$ cat src/rtl/tws_pkg.sv
package tws_pkg;

    localparam logic [5:0] CTRL_CODE = 6'b101000;

    typedef enum logic [3:0] {
        S_IDLE,
        S_RX_ADDR,
        S_RX_REG,
        S_RX_DATA,
        S_ACK_WAIT,
        S_ACK_DRV,
        S_TX,
        S_MACK,
        S_MACK_OK
    } state_t;

    typedef struct packed {
        logic scl;
        logic sda;
        logic scl_rise;
        logic scl_fall;
        logic start;
        logic stop;
    } line_ev_t;

endpackage

$ cat src/rtl/tws_line_sync.sv
module tws_line_sync
    import tws_pkg::*;
#(
    parameter int STAGES = 2
) (
    input  logic     clk,
    input  logic     rst,
    input  logic     scl_i,
    input  logic     sda_i,
    output line_ev_t ev
);
    logic [STAGES-1:0] scl_sh;
    logic [STAGES-1:0] sda_sh;
    logic              scl_q;
    logic              sda_q;

    always_ff @(posedge clk) begin
        if (rst) begin
            scl_sh <= '1;
            sda_sh <= '1;
            scl_q  <= 1'b1;
            sda_q  <= 1'b1;
        end else begin
            scl_sh <= {scl_sh[STAGES-2:0], scl_i};
            sda_sh <= {sda_sh[STAGES-2:0], sda_i};
            scl_q  <= scl_sh[STAGES-1];
            sda_q  <= sda_sh[STAGES-1];
        end
    end

    always_comb begin
        ev.scl      = scl_sh[STAGES-1];
        ev.sda      = sda_sh[STAGES-1];
        ev.scl_rise = ev.scl & ~scl_q;
        ev.scl_fall = ~ev.scl & scl_q;
        ev.start    = ev.scl & scl_q & sda_q & ~ev.sda;
        ev.stop     = ev.scl & scl_q & ~sda_q & ev.sda;
    end
endmodule

$ cat src/rtl/tws_addr_ptr.sv
module tws_addr_ptr #(
    parameter int AW        = 8,
    parameter int PAGE_BITS = 3
) (
    input  logic          clk,
    input  logic          rst,
    input  logic          load,
    input  logic [AW-1:0] load_val,
    input  logic          step_page,
    input  logic          step_seq,
    output logic [AW-1:0] ptr
);
    logic [AW-1:0] page_next;

    generate
        if (PAGE_BITS >= AW) begin : g_flat
            assign page_next = ptr + 1'b1;
        end else begin : g_paged
            assign page_next = {ptr[AW-1:PAGE_BITS], ptr[PAGE_BITS-1:0] + 1'b1};
        end
    endgenerate

    always_ff @(posedge clk) begin
        if (rst)            ptr <= '0;
        else if (load)      ptr <= load_val;
        else if (step_page) ptr <= page_next;
        else if (step_seq)  ptr <= ptr + 1'b1;
    end
endmodule

$ cat src/rtl/tws_reg_slave.sv
module tws_reg_slave
    import tws_pkg::*;
#(
    parameter int AW          = 8,
    parameter int PAGE_BITS   = 3,
    parameter int SYNC_STAGES = 2
) (
    input  logic          clk,
    input  logic          rst,
    input  logic          scl_i,
    input  logic          sda_i,
    output logic          sda_oe,
    input  logic          strap_sel,
    input  logic          busy,
    output logic          wr_stb,
    output logic [AW-1:0] wr_addr,
    output logic [7:0]    wr_data,
    output logic [AW-1:0] rd_addr,
    input  logic [7:0]    rd_data
);
    localparam int BIT_LAST = 7;

    line_ev_t      ev;
    state_t        st;
    state_t        nxt;
    logic [3:0]    cnt;
    logic [7:0]    sh;
    logic [7:0]    rx_byte;
    logic [AW-1:0] ptr;
    logic          byte_done;
    logic          ptr_load;
    logic          ptr_page;
    logic          ptr_seq;
    logic          addr_hit;

    tws_line_sync #(.STAGES(SYNC_STAGES)) u_sync (
        .clk   (clk),
        .rst   (rst),
        .scl_i (scl_i),
        .sda_i (sda_i),
        .ev    (ev)
    );

    assign rx_byte   = {sh[6:0], ev.sda};
    assign byte_done = ev.scl_rise && (cnt == 4'(BIT_LAST));
    assign addr_hit  = (rx_byte[7:1] == {CTRL_CODE, strap_sel}) && !busy;
    assign ptr_load  = !ev.start && !ev.stop && (st == S_RX_REG) && byte_done;
    assign ptr_page  = !ev.start && !ev.stop && (st == S_RX_DATA) && byte_done;
    assign ptr_seq   = !ev.start && !ev.stop && (st == S_TX) && ev.scl_fall && (cnt == 4'd8);

    tws_addr_ptr #(.AW(AW), .PAGE_BITS(PAGE_BITS)) u_ptr (
        .clk       (clk),
        .rst       (rst),
        .load      (ptr_load),
        .load_val  (rx_byte[AW-1:0]),
        .step_page (ptr_page),
        .step_seq  (ptr_seq),
        .ptr       (ptr)
    );

    assign rd_addr = ptr;

    always_ff @(posedge clk) begin
        if (rst) begin
            st      <= S_IDLE;
            nxt     <= S_IDLE;
            cnt     <= '0;
            sh      <= '0;
            sda_oe  <= 1'b0;
            wr_stb  <= 1'b0;
            wr_addr <= '0;
            wr_data <= '0;
        end else begin
            wr_stb <= 1'b0;
            if (ev.start) begin
                st     <= S_RX_ADDR;
                cnt    <= '0;
                sda_oe <= 1'b0;
            end else if (ev.stop) begin
                st     <= S_IDLE;
                sda_oe <= 1'b0;
            end else begin
                unique case (st)
                    S_RX_ADDR, S_RX_REG, S_RX_DATA: begin
                        if (ev.scl_rise) begin
                            sh <= rx_byte;
                            if (cnt == 4'(BIT_LAST)) begin
                                cnt <= '0;
                                if (st == S_RX_ADDR) begin
                                    if (addr_hit) begin
                                        nxt <= rx_byte[0] ? S_TX : S_RX_REG;
                                        st  <= S_ACK_WAIT;
                                    end else begin
                                        st  <= S_IDLE;
                                    end
                                end else if (st == S_RX_REG) begin
                                    nxt <= S_RX_DATA;
                                    st  <= S_ACK_WAIT;
                                end else begin
                                    wr_stb  <= 1'b1;
                                    wr_addr <= ptr;
                                    wr_data <= rx_byte;
                                    nxt     <= S_RX_DATA;
                                    st      <= S_ACK_WAIT;
                                end
                            end else begin
                                cnt <= cnt + 1'b1;
                            end
                        end
                    end
                    S_ACK_WAIT: begin
                        if (ev.scl_fall) begin
                            sda_oe <= 1'b1;
                            st     <= S_ACK_DRV;
                        end
                    end
                    S_ACK_DRV: begin
                        if (ev.scl_fall) begin
                            cnt <= '0;
                            if (nxt == S_TX) begin
                                sh     <= rd_data;
                                sda_oe <= ~rd_data[7];
                                st     <= S_TX;
                            end else begin
                                sda_oe <= 1'b0;
                                st     <= nxt;
                            end
                        end
                    end
                    S_TX: begin
                        if (ev.scl_rise) begin
                            cnt <= cnt + 1'b1;
                        end else if (ev.scl_fall) begin
                            if (cnt == 4'd8) begin
                                sda_oe <= 1'b0;
                                cnt    <= '0;
                                st     <= S_MACK;
                            end else begin
                                sh     <= {sh[6:0], 1'b0};
                                sda_oe <= ~sh[6];
                            end
                        end
                    end
                    S_MACK: begin
                        if (ev.scl_rise) begin
                            st <= ev.sda ? S_IDLE : S_MACK_OK;
                        end
                    end
                    S_MACK_OK: begin
                        if (ev.scl_fall) begin
                            sh     <= rd_data;
                            sda_oe <= ~rd_data[7];
                            cnt    <= '0;
                            st     <= S_TX;
                        end
                    end
                    default: begin
                        st <= S_IDLE;
                    end
                endcase
            end
        end
    end
endmodule

$ cat config.mk
export PLATFORM = sky130hd
export DESIGN_NAME = tws_reg_slave
export DESIGN_NICKNAME = d
export VERILOG_FILES = /design/src/rtl/tws_pkg.sv /design/src/rtl/tws_line_sync.sv /design/src/rtl/tws_addr_ptr.sv /design/src/rtl/tws_reg_slave.sv
export SDC_FILE = /design/constraint.sdc
export NUM_CORES = 1
export LEC_CHECK = 0
export BUFFER_PORTS_ARGS = -buffer_cell sky130_fd_sc_hd__buf_4
export CORE_ASPECT_RATIO = 0.75
export CORE_MARGIN = 3
export CORE_UTILIZATION = 35
export CTS_BUF_LIST = sky130_fd_sc_hd__clkbuf_8
export DETAILED_ROUTE_END_ITERATION = 12
export PLACE_DENSITY = 0.55
export RECOVER_POWER = 100
export SLEW_MARGIN = 5
export SYNTH_ARGS = -nofsm -noshare
export SYNTH_HDL_FRONTEND = slang
export SYNTH_HIERARCHICAL = 1
export SYNTH_SLANG_ARGS = --single-unit
$ cat constraint.sdc
create_clock -name clk -period 2.69 [get_ports clk]
set_input_delay 0.1345 -clock clk [delete_from_list [all_inputs] [get_ports clk]]
set_output_delay 0.1345 -clock clk [all_outputs]
set_load 0.02 [all_outputs]
Yosys cells after proc, flatten, opt, wreduce, memory -nomap -nowiden
Index checks and enable logic that the tools add are counted.
{"block": "totals", "inputBits": 14, "out_inout_bits": 26, "ff_bits": 51}
{"block": "classes", "n_reduce_logical": 31, "n_eq_ne": 37, "bitwise": 20, "n_addsub": 3, "muxes": 46}
{"op": "$mux 4", "count": 20}
{"op": "$mux 7", "count": 7}
{"op": "$ne 4x4->1 const B", "count": 8}
{"op": "$pmux 7 s4", "count": 1}
{"op": "$eq 4x3->1 const B", "count": 6}
{"op": "$mux 8", "count": 3}
{"op": "$ne 2x2->1 const B", "count": 12}
{"op": "$pmux 4 s6", "count": 1}
{"op": "$reduce_and 6->1", "count": 3}
{"op": "$reduce_and 9->1", "count": 2}
{"op": "$not 1->1", "count": 13}
{"op": "$pmux 4 s3", "count": 1}
{"op": "$logic_and 1x1->1", "count": 10}
{"op": "$mux 1", "count": 10}
{"op": "$reduce_and 10->1", "count": 1}
{"op": "$add 8x1->8 const B", "count": 1}
{"op": "$eq 4x2->1 const B", "count": 2}
{"op": "$eq 4x4->1 const B", "count": 2}
{"op": "$reduce_bool 4->1", "count": 2}
{"op": "$and 1x1->1", "count": 7}
{"op": "$eq 7x7->1", "count": 1}
{"op": "$reduce_and 7->1", "count": 1}
{"op": "$reduce_or 7->1", "count": 1}
{"op": "$mux 3", "count": 2}
{"op": "14 further kinds", "count": 20}

Logic depth before layout (Yosys ltp)
{"block": "depth", "word_depth": 11, "ltp_mapped": 10}

Hierarchy
Netlist, hierarchy kept.
{"module": "tws_reg_slave", "instances": 1, "cells_each": 225, "seq_area_each_um2": 720.7, "area_each_um2": 1946.9}
{"module": "tws_addr_ptr", "instances": 1, "cells_each": 56, "seq_area_each_um2": 160.2, "area_each_um2": 452.9}
{"module": "tws_line_sync", "instances": 1, "cells_each": 18, "seq_area_each_um2": 120.1, "area_each_um2": 205.2}

Worst setup path after synthesis
No wires, ideal clock.
{"block": "synth_timing", "path_kind": "reg2reg", "from": "register u_sync.scl_sh[1]", "to": "register u_ptr.ptr[7]", "stages_incl_launch_ff": 11, "n_path_buf": 2, "synth_period_minus_slack_ps": 2563, "slack_ps": 127, "t_arrival_ps": 2447, "cell_sequence": "dfxtp_1 -> and4b_1 -> nor2_1 -> nand4_1 -> or3_1 -> buf_2 -> buf_2 -> inv_1 -> nand4b_4 -> or4_1 -> and3_1"}
{"item": "start, declared", "line": "tws_line_sync.sv:12", "source": "logic [STAGES-1:0] scl_sh;"}
{"item": "start signal, assigned", "line": "tws_line_sync.sv:24", "source": "scl_sh <= {scl_sh[STAGES-2:0], scl_i};"}
{"item": "end signal, assigned", "line": "tws_addr_ptr.sv:25", "source": "else if (load) ptr <= load_val;"}
{"item": "end signal, assigned", "line": "tws_addr_ptr.sv:26", "source": "else if (step_page) ptr <= page_next;"}
{"item": "end signal, assigned", "line": "tws_addr_ptr.sv:27", "source": "else if (step_seq) ptr <= ptr + 1'b1;"}
{"item": "end, declared", "line": "tws_addr_ptr.sv:11", "source": "output logic [AW-1:0] ptr"}

Worst setup path after layout
{"block": "layout_timing", "from": "register st[2]", "to": "register cnt[3]"}
{"block": "layout_via", "elab_chain_cells": 4, "word_cells_on_any_way": 15}
{"item": "start, declared", "line": "tws_reg_slave.sv:24", "source": "state_t st;"}
{"item": "start signal, assigned", "line": "tws_reg_slave.sv:126", "source": "st <= nxt;"}
{"item": "start signal, assigned", "line": "tws_reg_slave.sv:146", "source": "st <= ev.sda ? S_IDLE : S_MACK_OK;"}
{"item": "$eq 4x2->1 (tied with other cells)", "line": "tws_reg_slave.sv:83", "source": "unique case (st)"}
{"item": "$reduce_or 3->1 or $reduce_or 2->1 (tied branches)"}
{"item": "$ne 2x2->1 (no source line) (tied with other cells)"}
{"item": "$reduce_and 6->1 (no source line)"}
{"item": "end signal, assigned", "line": "tws_reg_slave.sv:107", "source": "cnt <= cnt + 1'b1;"}
{"item": "end signal, assigned", "line": "tws_reg_slave.sv:132", "source": "cnt <= cnt + 1'b1;"}
{"item": "end, declared", "line": "tws_reg_slave.sv:26", "source": "logic [3:0] cnt;"}
Several ways; a longest one is shown, not always the timed one.
A chain may end at the register's enable or synchronous reset.

==> out/metrics.cfg <==
[clock_network]
post_cts.repair.setup_buffers=0
cts_max_level=2
clk_pin_slew_ps=90
cts_tree=yes
cts.sinks=50
numCtsBuffers=5
root_buffer=clkbuf_8
cts_buffer_depth=2
clk_latency_ps=310

[pwr]
vdd.ir_drop.worst_uv=220
finalPower_mw=1.50
power_density_mw_per_mm2=505
p_leak_nw=1.19

[route]
vias=2305
post-route-drc-count=0
totalWireLength_mm=6.84
drtPass1Iterations=4
viasPerCell=5.26
ant_nets=0
wire_per_inst_um=15.6
drt_iter0_markers=149

[critical_path]
arrival_ps=2680
slowest_stage=or4b_1
worstPathCellList=clkbuf_2, or4b_1, o41a_2, a2111oi_2, a21boi_0, o21ai_0
r2r-start=st[2]
startpoint=st[2]
cp_max_fo=9
cp_slowest_stage_delay_ps=650
reg2reg_depth=6
setup.worst_path.start_class=flip-flop
crit_type=reg -> reg
worstSetupEndpointType=flip-flop
crit_buf_inv=1
cp.depth=6
crit_family=compound AO/OA/AOI/OAI gates
critPathRequiredTime_ps=2880

[placed_design]
hpwl_mm=4.94
port_buffers=39
gp_congestion=0.879

[logic_synthesis]
yosysWarnings=6
syn-instance-count=298
synth_area_sq_mm=0.00260
synth_nets=315
syn_avg_cell_area_sq_um=8.72

[sta]
post-route-min-period_ps=2490
relSlewSlack_pct=50.2
fmax_mhz=402
setup_tns_ps=0
hold_slack_ps=191
maxSlewViolCount=0
finClkSkew_ps=8.96
setup_viol=0
worstMarginPinSlew_ps=746
final.period_utilization_pct=92.5
hold_viol=0
rsz0062_at_grt=false

[cells_and_area]
n_fill_cell=742
final_cell_mix=dfxtp_1, nor2_1, clkbuf_1
diodes=0
syn2layout_area_growth_pct=14.7
final_common_cell=dfxtp_1
drive_above_1_share_pct=12.1
final_nets=356
seq_area_sq_mm=0.00100
multiInputGateArea_sq_mm=0.00144
fin_util_pct=42.6

[min_path]
worstHoldStart=rd_data[0]
whs_path_depth=4
hold_path_class=in -> reg

[global_route]
antenna_found_initial=0
track_usage_pct=16.2
grt_overflow=0
grt_max_degree=50
grt_pass1_wl_mm=11.0
grt_pass1_vias=2121

[floorplan]
core_area_sq_mm=0.00699
chipHeight_um=80.6
die_area_sq_mm=0.00850
die_x_um=105
rows=26
io_pins=40
start_util_pct=37.1

[status]
status=finished clean

[run]
cap_violations=0

per-layer routing:
layer / global-route usage [%] / routed length [um] / vias to the layer above
li1: - / - / 1164
met1: 25.1 / 3730 / 1079
met2: 22.5 / 2710 / 55
met3: 2.89 / 320 / 7
met4: 4.19 / 87 / 0
met5: 0 / 0 / -
flip-flops by register name (all words and copies together) (netlist names):
register and cells:
wr_data 8, u_sync/scl_sh 2, wr_stb 1, u_sync/sda_sh 2, u_sync/scl_q 1, wr_addr 8, nxt 3, u_sync/sda_q 1
sh 7, cnt 4, sda_oe 1, st 4, u_ptr/ptr 8
what timing repair did:
action / in CTS / in global routing
hold buffers: 1 / 1
resized for setup: 0 / 2
endpoints found under the hold margin: 1 / 1
setup endpoints to repair: 0 / 8
per-stage QoR:
step                      setup slack, ps  instance area [sq um]  cells
after floorplan                       149                   2600    298
final                                 202                   2980    438
after global placement                232                   3000    428
after global routing                 30.9                   2980    438
after CTS                             133                   3110    437
after detailed placement              173                   3000    428
power breakdown:
part / internal [mW] / leakage [nW] / switching [mW]
clock: 0.207 / 0.0472 / 0.260
combinational: 0.0985 / 0.735 / 0.146
sequential: 0.757 / 0.404 / 0.0359
total: 1.06 / 1.19 / 0.441
path summary, 6_finish.rpt:
| kind | end | slack (ps) |
|---|---|---|
| hold reg to reg | u_sync/sda_sh[1] | 410 |
| hold / removal | sh[0] | 190 |
| setup / recovery | cnt[3] | 200 |
| setup reg to reg | cnt[3] | 200 |
worst register-to-register path, stage by stage (launching register included):
cell and delay, ps:
dfxtp_1 390, clkbuf_2 210, or4b_1 650, o41a_2 190, a2111oi_2 590, a21boi_0 240, o21ai_0 100
area by class of cell:
cell class | instances | share of cell area, %
tap | 98 | 4.11
clock buffer | 6 | 2.77
inverter | 11 | 1.39
sequential | 50 | 33.6
multi-input combinational | 220 | 48.3
timing repair buffer | 51 | 9.36
clock inverter | 2 | 0.420
Note: power is estimated with default switching activity, not from simulation.
